### config.mk
export PLATFORM = sky130hd
export DESIGN_NAME = ticket_lock_unit
export DESIGN_NICKNAME = d
export VERILOG_FILES = /design/src/rtl/tkl_pkg.sv /design/src/rtl/tkl_dispenser.sv /design/src/rtl/tkl_slot.sv /design/src/rtl/tkl_release.sv /design/src/rtl/ticket_lock_unit.sv
export SDC_FILE = /design/constraint.sdc
export NUM_CORES = 1
export LEC_CHECK = 0
export ABC_AREA = 1
export CAP_MARGIN = 25
export CORE_MARGIN = 2
export CORE_UTILIZATION = 30
export DETAILED_ROUTE_END_ITERATION = 12
export GPL_TIMING_DRIVEN = 1
export SYNTH_ARGS = -nofsm -noshare
export SYNTH_HDL_FRONTEND = slang
export SYNTH_SLANG_ARGS = --single-unit
### constraint.sdc
create_clock -name clk -period 3 [get_ports clk]
set_input_delay 0.3 -clock clk [delete_from_list [all_inputs] [get_ports clk]]
set_output_delay 0.3 -clock clk [all_outputs]
set_load 0.05 [all_outputs]
### src/rtl/tkl_pkg.sv
package tkl_pkg;

    typedef enum logic [1:0] {
        SLOT_FREE = 2'd0,
        SLOT_WAIT = 2'd1,
        SLOT_HOLD = 2'd2
    } slot_state_e;

    // Counter width: wide enough that every outstanding ticket is distinct
    // and a full queue is never mistaken for an idle lock.
    function automatic int tkt_width(input int n);
        return $clog2(n + 1);
    endfunction

endpackage

### src/rtl/tkl_dispenser.sv
module tkl_dispenser #(
    parameter int N_REQ = 4,
    parameter int TW    = 3
) (
    input  logic                      clk,
    input  logic                      rst,
    input  logic [N_REQ-1:0]          acq_req,
    input  logic [N_REQ-1:0]          slot_free,
    output logic [N_REQ-1:0]          accept,
    output logic [N_REQ-1:0][TW-1:0]  load_tkt,
    output logic [TW-1:0]             next_ticket
);

    logic [TW-1:0]            next_q;
    logic [N_REQ:0][TW-1:0]   cum;

    assign cum[0] = next_q;

    // Prefix count: lower index takes the smaller number.
    for (genvar i = 0; i < N_REQ; i++) begin : g_pfx
        assign accept[i]   = acq_req[i] & slot_free[i];
        assign load_tkt[i] = cum[i];
        assign cum[i+1]    = cum[i] + TW'(accept[i]);
    end

    always_ff @(posedge clk) begin
        if (rst) next_q <= '0;
        else     next_q <= cum[N_REQ];
    end

    assign next_ticket = next_q;

endmodule

### src/rtl/tkl_slot.sv
module tkl_slot #(
    parameter int TW = 3
) (
    input  logic          clk,
    input  logic          rst,
    input  logic          load,
    input  logic [TW-1:0] load_tkt,
    input  logic [TW-1:0] serving,
    input  logic          rel,
    output logic          holds,
    output logic          is_free
);
    import tkl_pkg::*;

    slot_state_e   state_q;
    slot_state_e   state_d;
    logic [TW-1:0] tkt_q;

    always_comb begin
        state_d = state_q;
        unique case (state_q)
            SLOT_FREE: if (load)              state_d = SLOT_WAIT;
            SLOT_WAIT: if (tkt_q == serving)  state_d = SLOT_HOLD;
            SLOT_HOLD: if (rel)               state_d = SLOT_FREE;
            default:                          state_d = SLOT_FREE;
        endcase
    end

    always_ff @(posedge clk) begin
        if (rst) begin
            state_q <= SLOT_FREE;
            tkt_q   <= '0;
        end else begin
            state_q <= state_d;
            if (load && state_q == SLOT_FREE) tkt_q <= load_tkt;
        end
    end

    assign holds   = (state_q == SLOT_HOLD);
    assign is_free = (state_q == SLOT_FREE);

endmodule

### src/rtl/tkl_release.sv
module tkl_release #(
    parameter int N_REQ = 4,
    parameter int TW    = 3
) (
    input  logic             clk,
    input  logic             rst,
    input  logic [N_REQ-1:0] rel_req,
    input  logic [N_REQ-1:0] holds,
    output logic [TW-1:0]    serving,
    output logic             rel_err
);

    logic [TW-1:0] serv_q;
    logic          err_q;
    logic          good_rel;
    logic          bad_rel;

    assign good_rel = |(rel_req & holds);
    assign bad_rel  = |(rel_req & ~holds);

    always_ff @(posedge clk) begin
        if (rst) begin
            serv_q <= '0;
            err_q  <= 1'b0;
        end else begin
            if (good_rel) serv_q <= serv_q + TW'(1);
            err_q <= bad_rel;
        end
    end

    assign serving = serv_q;
    assign rel_err = err_q;

endmodule

### src/rtl/ticket_lock_unit.sv
module ticket_lock_unit #(
    parameter int N_REQ = 4,
    parameter int TW    = tkl_pkg::tkt_width(N_REQ)
) (
    input  logic             clk,
    input  logic             rst,
    input  logic [N_REQ-1:0] acq_req,
    input  logic [N_REQ-1:0] rel_req,
    output logic [N_REQ-1:0] grant,
    output logic [TW-1:0]    next_ticket,
    output logic [TW-1:0]    serving,
    output logic             idle,
    output logic             rel_err
);

    logic [N_REQ-1:0]          slot_free;
    logic [N_REQ-1:0]          accept;
    logic [N_REQ-1:0][TW-1:0]  load_tkt;
    logic [N_REQ-1:0]          holds;

    tkl_dispenser #(.N_REQ(N_REQ), .TW(TW)) u_disp (
        .clk         (clk),
        .rst         (rst),
        .acq_req     (acq_req),
        .slot_free   (slot_free),
        .accept      (accept),
        .load_tkt    (load_tkt),
        .next_ticket (next_ticket)
    );

    for (genvar i = 0; i < N_REQ; i++) begin : g_slot
        tkl_slot #(.TW(TW)) u_slot (
            .clk      (clk),
            .rst      (rst),
            .load     (accept[i]),
            .load_tkt (load_tkt[i]),
            .serving  (serving),
            .rel      (rel_req[i]),
            .holds    (holds[i]),
            .is_free  (slot_free[i])
        );
    end

    tkl_release #(.N_REQ(N_REQ), .TW(TW)) u_rel (
        .clk     (clk),
        .rst     (rst),
        .rel_req (rel_req),
        .holds   (holds),
        .serving (serving),
        .rel_err (rel_err)
    );

    assign grant = holds;
    assign idle  = (next_ticket == serving);

endmodule

==> results.ini, run 1 <==
[drt]
drt_wl_total_um=3430
wire_per_inst_um=10.4
vias=1447
viasPerCell=4.40
ant_nets=0
drt-pass1-iter-count=5
route.detailed.drc=0
drt_iter0_markers=44

[timing]
skew_ps=3.87
setup-violations-final=0
period_share_pct=76.9
grt_setup_unrepaired=false
setup_tns_ps=0
finalCriticalPeriod_ps=2310
holdWs_ps=472
slew_violations=0
max_slew_margin_pct=65.7
worst_slew_pin_slew_ps=513
clock.fmax_mhz=433
hold_viol=0

[worst_hold_path]
min_path_cells=2
holdCritPathClass=reg -> reg

[clock_tree]
cts_sinks=27
cts_tree=built
numCtsBuffers=3
ctsHtreeMaxLevel=1
root_buffer=clkbuf_8
cts_resized=0
post_cts_buffers=0
path_clk_slew_ps=100
cts_hold_buf=0
clockBufferDepth=2
insertion_delay_ps=280

[global_route]
grt_pass1_vias=1306
grt_max_degree=16
grtUsageTotal_pct=12.3
grt-ovfl-total=0
grt_pass1_wl_um=5900
antenna_found_initial=0

[yosys]
seq_area_frac_synth_pct=33.0
syn_avg_cell_area_sq_um=6.75
syn_inst=243
synth.distinct_cells=29
synth_area_leaders=dfxtp_1 33%, nand2_1 11%, inv_1 8.9%
ys_ff_latch=27
ys_warn_count=0
synth.top_cell.area_share_pct=33.0
syn_nets=262
yosysTopAreaCell=dfxtp_1
netlist_area_sq_um=1640

[setup_path]
r2r_end=u_disp.next_ticket[2]
cp.required_ps=3230
critPathLaunch=g_slot[0].u_slot.state_q[1]
crit_type=reg -> reg
crit_path_top_delay_cell=dfxtp_1
worstPathCellList=nor2_1, nand2_1, inv_1, ha_1, ha_1, ha_1, ha_1, ha_1, nand3_1, nand2_1, nor2_1
ff2ff_setup_slack_ps=690
end_kind=flop
crit_top_cell=ha_1
reg2reg_depth=11
cp_max_fo=7
worstPathArrival_ps=2540
rr_startpoint=g_slot[0].u_slot.state_q[1]
slowest_delay_ps=390
startpoint_type=flop
crit_path_end=u_disp.next_ticket[2]

[placed_design]
place_area_sq_um=1870
place_congestion=0.786
portBuffers=21
dp_hpwl_um=2740

[die]
dieArea_sq_um=6080
core_area_sq_um=5200
io_pins=22
die_height_um=77.9
rows=26
fp.dieW_um=77.9
initial_core_util_pct=31.5

[power]
peakVddDrop_v=0.000202
p_leak_nw=0.929
p_per_area_nw_per_um2=721

[final_layout]
areaGrowthSynthToFinish_pct=17.0
fin_util_pct=36.9
nets=279
n_antenna_cell=0
fillers=574
finalInstanceArea_sq_um=1920
drive_above_1_share_pct=10.4

[outcome]
status=complete, no violations

[flow_run]
drv_cap=0

==> cells in the final DEF, fill, tap and decap left out, types with 2 or more instances in the layout <==
| master | count |
|---|---|
| dfxtp_1 | 27 |
| nor2_2 | 3 |
| nor2_1 | 26 |
| clkbuf_8 | 3 |
| nand2_2 | 5 |
| inv_2 | 5 |
| a21oi_2 | 2 |
| xnor2_1 | 2 |
| o21ai_0 | 11 |
| o21ai_1 | 5 |
| nand4_1 | 3 |
| nand3_1 | 14 |
| inv_1 | 39 |
| xor2_1 | 5 |
| buf_4 | 3 |
| clkdlybuf4s50_1 | 21 |
| ha_1 | 9 |
| nand2_1 | 50 |
| a21oi_1 | 15 |
| o22ai_1 | 2 |
==> cell type report <==
cell class / instances / area (sq um) / share of cell area (%)
Clock buffer: 3 / 41.3 / 2.15
Inverter: 46 / 180 / 9.39
Timing Repair Buffer: 24 / 233 / 12.1
Clock inverter: 1 / 5.00 / 0.261
Sequential cell: 27 / 541 / 28.2
Tap cell: 70 / 87.6 / 4.56
Multi-Input combinational cell: 158 / 832 / 43.4
==> per-stage QoR <==
step | worst slack, ps | std cells | power, W
3_3_place_gp | 452 | 325 | 0.00118
6_report | 692 | 329 | 0.00138
4_1_cts | 639 | 329 | 0.00140
3_5_place_dp | 415 | 325 | 0.00118
5_1_grt | 509 | 329 | 0.00151
2_1_floorplan | 679 | 243 | 0.00103
==> per-layer routing <==
metal | vias up | wire, um | GRT usage [%]
met2 | 22 | 1660 | 20.9
met3 | 5 | 135 | 3.02
met5 | - | 0 | 0
li1 | 784 | - | -
met4 | 0 | 56 | 4.74
met1 | 636 | 1580 | 15.0
==> state kept, by name (all words and copies together) (netlist names) <==
signal and cells:
g_slot.u_slot.state_q 8, u_rel.rel_err 1, g_slot.u_slot.tkt_q 12, u_disp.next_ticket 3, u_rel.serving 3
==> synth_stat cells <==
| library cell | instances |
|---|---|
| dfxtp_1 | 27 |
| clkbuf_1 | 1 |
| a21oi_1 | 15 |
| o21ai_0 | 11 |
| nand4_1 | 3 |
| a31oi_1 | 1 |
| clkinv_4 | 1 |
| nand2_2 | 5 |
| nand3_2 | 1 |
| a21oi_2 | 2 |
| nor3_1 | 1 |
| o211ai_1 | 1 |
| nor2_4 | 1 |
| clkbuf_2 | 1 |
| inv_4 | 1 |
| inv_1 | 39 |
| xnor2_1 | 2 |
| o21ai_1 | 5 |
| buf_6 | 1 |
| nor2_2 | 3 |
| nand3_1 | 14 |
| o21ai_2 | 1 |
| ha_1 | 9 |
| o22ai_1 | 2 |
| nor2_1 | 26 |
| nand2_1 | 50 |
| xor2_1 | 5 |
| inv_2 | 5 |
| buf_4 | 9 |
==> worst max-delay path: cells and delay by family (launching register included) <==
kind,cells,cell delay (ps)
and+or+nand+nor,5,460
buffers and inverters,1,90
adders and majority gates,5,1310
DFF,1,390
==> how the worst min path moves through the flow <==
stage	startpoint	to	slack (ps)
2_1_floorplan	rst	g_slot[1].u_slot.state_q[0]	370
3_3_place_gp	g_slot[0].u_slot.tkt_q[2]	g_slot[0].u_slot.tkt_q[2]	460
3_5_place_dp	g_slot[2].u_slot.tkt_q[0]	g_slot[2].u_slot.tkt_q[0]	460
4_1_cts	g_slot[2].u_slot.tkt_q[0]	g_slot[2].u_slot.tkt_q[0]	480
5_1_grt	g_slot[2].u_slot.tkt_q[1]	g_slot[2].u_slot.tkt_q[1]	500
6_report	g_slot[2].u_slot.tkt_q[0]	g_slot[2].u_slot.tkt_q[0]	470
==> logic make-up (layout without fill, tap and decap cells) <==
| kind of cell | count (synthesis) | in the layout | synth area share [%] |
|---|---|---|---|
| xor gates and xnor gates | 7 | 7 | 3.74 |
| DFF | 27 | 27 | 33.0 |
| buffers and inverters | 58 | 74 | 16.3 |
| AOI/OAI and AO/OA | 38 | 38 | 12.7 |
| and+or+nand+nor | 104 | 104 | 27.5 |
| adders and majority gates | 9 | 9 | 6.87 |
==> power by group <==
part	total, W	internal [W]	switching, W
sequential	0.000489	0.000425	0.0000643
combinational	0.000677	0.000253	0.000424
clock	0.000217	0.0000935	0.000123
Note: power is estimated with default switching activity, not from simulation.
==> run 2: changes to the inputs <==
- clock period: 3 -> 2.35 ns (I/O delays scaled with it)
==> run 2 against run 1 <==
Net effect: non-clock buffer count is 3 higher; routed wire length is 0.96% higher; global-route usage is 0.10 points lower; sequential power is 27% higher; critical path type is now reg -> out; highest routed layer unchanged.
==> results.ini, run 2 (synthesis gave the netlist of run 1 again) <==
[setup_path]
crit_type=reg -> out
end_kind=primary output
critPathLaunch=u_disp.next_ticket[2]
worstPathArrival_ps=2040  ; -500 ps
ff2ff_setup_slack_ps=200  ; -490 ps
crit_path_end=idle
cp.required_ps=2120  ; -1110 ps
cp_max_fo=6  ; -1
rr_startpoint=g_slot[0].u_slot.state_q[1]
r2r_end=u_disp.next_ticket[2]
reg2reg_depth=11  ; unchanged
startpoint_type=flop

[final_layout]
mostFrequentLayoutCells=50 x nand2_1, 39 x inv_1, 26 x dfxtp_1
top_regs=g_slot.u_slot.tkt_q (12), g_slot.u_slot.state_q (8)
areaGrowthSynthToFinish_pct=18.8
fillers=563  ; -1.9%
drive_above_1_share_pct=12.2  ; +1.8 points
n_antenna_cell=0  ; unchanged
multi_input_area_sq_um=835  ; +0.30%
seq_area_sq_um=542  ; +0.23%
top_register=g_slot.u_slot.tkt_q
final_common_cell=nand2_1
largest_reg_flops=12  ; unchanged
nets=282  ; +1.1%

[global_route]
antenna_found_initial=0  ; unchanged
grt-ovfl-total=0  ; unchanged
grtUsageTotal_pct=12.2  ; -0.10 points
grt_max_degree=17  ; +1
grt_pass1_wl_um=5890  ; -0.24%
grt_pass1_vias=1331  ; +1.9%

[die]
initial_core_util_pct=31.5  ; unchanged
dieArea_sq_um=6080  ; unchanged
rows=26  ; unchanged
die_height_um=77.9  ; unchanged
core_area_sq_um=5200  ; unchanged
fp.dieW_um=77.9  ; unchanged
io_pins=22  ; unchanged

[clock_tree]
clockBufferDepth=2  ; unchanged
insertion_delay_ps=270  ; about the same
ctsHtreeMaxLevel=1  ; unchanged
root_buffer=clkbuf_8
cts_sinks=27  ; unchanged
post_cts_buffers=0  ; unchanged
cts_tree=built
numCtsBuffers=3  ; unchanged
path_clk_slew_ps=100  ; about the same

[drt]
drt-pass1-iter-count=4  ; -1
ant_nets=0  ; unchanged
drt_iter0_markers=52  ; +18%
drt_wl_total_um=3470  ; +0.96%
wire_per_inst_um=10.4  ; about the same
viasPerCell=4.34  ; -1.3%
route.detailed.drc=0  ; unchanged
vias=1441  ; -0.41%

[placed_design]
dp_hpwl_um=2810  ; +2.4%
place_congestion=0.798  ; +1.6%
portBuffers=21  ; unchanged

[power]
switching_share_pct=44.2  ; about the same
clkPwrFrac_pct=15.2  ; -0.5 points
peakVddDrop_v=0.000335  ; +66%
p_leak_nw=0.941  ; +1.3%
p_int_w=0.000996  ; +29%
combPwrFrac_pct=49.9  ; +1.0 points
p_seq_share_pct=34.9  ; -0.5 points
power_switching_w=0.000789  ; +29%
p_per_area_nw_per_um2=916  ; +27%
totalPowerFinal_w=0.00178  ; +29%

[timing]
skew_ps=6.31  ; +2.44 ps
setup-violations-final=0  ; unchanged
worst_slew_pin_slew_ps=503  ; -10.1 ps
period_share_pct=96.8
max_slew_margin_pct=66.4  ; +0.68 points
setup_tns_ps=0  ; unchanged
holdWs_ps=476  ; +3.25 ps
grt_setup_unrepaired=false
hold_viol=0  ; unchanged
slew_violations=0  ; unchanged
finalCriticalPeriod_ps=2280
clock.fmax_mhz=439

[worst_hold_path]
holdCritPathClass=reg -> reg

[flow_run]
drv_cap=0  ; unchanged

[outcome]
status=complete, no violations

-- run 2: cell count changes in the layout (fill, tap and decap cells not counted), sizes merged --
cell,previous run,this run
clkinv,2,1
clkinvlp,0,1
buf,3,6
-- run 2: stage by stage --
stage / std cells / area (sq um) / utilization [%] / setup slack [ps]
after floorplan: 243 / 1640 / - / 94.0
after global placement: 328 / 1900 / 36.4 / -44.4
after detailed placement: 328 / 1900 / 36.4 / -60.8
after CTS: 332 / 1940 / 37.4 / 91.3
after global routing: 332 / 1950 / 37.4 / 8.50
final: 332 / 1950 / 37.4 / 74.6
-- run 2: area by class of cell --
class | count | share of cell area (%)
Clock inverter | 1 | 0.385
Sequential cell | 27 | 27.8
Clock buffer | 3 | 2.12
Timing Repair Buffer | 27 | 13.1
Tap cell | 70 | 4.50
Multi-Input combinational cell | 158 | 42.8
Inverter | 46 | 9.25
-- run 2: power by group through the flow --
stage / Combinational, W / Clock [W] / Sequential (W)
2_1_floorplan: 0.000685 / 0 / 0.000629
3_3_place_gp: 0.000884 / 0 / 0.000630
3_5_place_dp: 0.000897 / 0 / 0.000632
4_1_cts: 0.000901 / 0.000280 / 0.000621
5_1_grt: 0.00101 / 0.000295 / 0.000633
6_report: 0.000891 / 0.000271 / 0.000623
-- run 2: repair_timing --
item | in CTS | in global routing
gates resized for setup | 0 | 2
hold endpoints to repair | 0 | 0
setup endpoints to repair | 0 | 2
hold buffers | 0 | 0
-- run 2: per-layer routing --
metal	wire length, um	part of all wire [%]	global-route usage [%]
met4	53	1.5	4.74
met2	1670	48	21.0
met1	1640	47	14.9
met5	0	0	0
met3	106	3.1	2.56
-- run 2: critical path: stages, from the launching register on --
cell and delay (ps):
dfxtp_1 480, xor2_1 110, nor3_1 310, clkdlybuf4s50_1 870
-- run 2: worst min path at each step --
stage                                          from                           to  depth (start not counted)
final                     g_slot[0].u_slot.tkt_q[2]    g_slot[0].u_slot.tkt_q[2]                          2
after global routing      g_slot[2].u_slot.tkt_q[0]    g_slot[2].u_slot.tkt_q[0]                          2
after CTS                 g_slot[0].u_slot.tkt_q[2]    g_slot[0].u_slot.tkt_q[2]                          2
after detailed placement  g_slot[0].u_slot.tkt_q[2]    g_slot[0].u_slot.tkt_q[2]                          2
after global placement    g_slot[0].u_slot.tkt_q[2]    g_slot[0].u_slot.tkt_q[2]                          2
after floorplan                                 rst  g_slot[1].u_slot.state_q[0]                          1
==> run 3: changes to the inputs <==
- SLEW_MARGIN: default -> 20
==> results of run 3 <==
No change in the layout: final DEF, timing and power equal those of run 2.
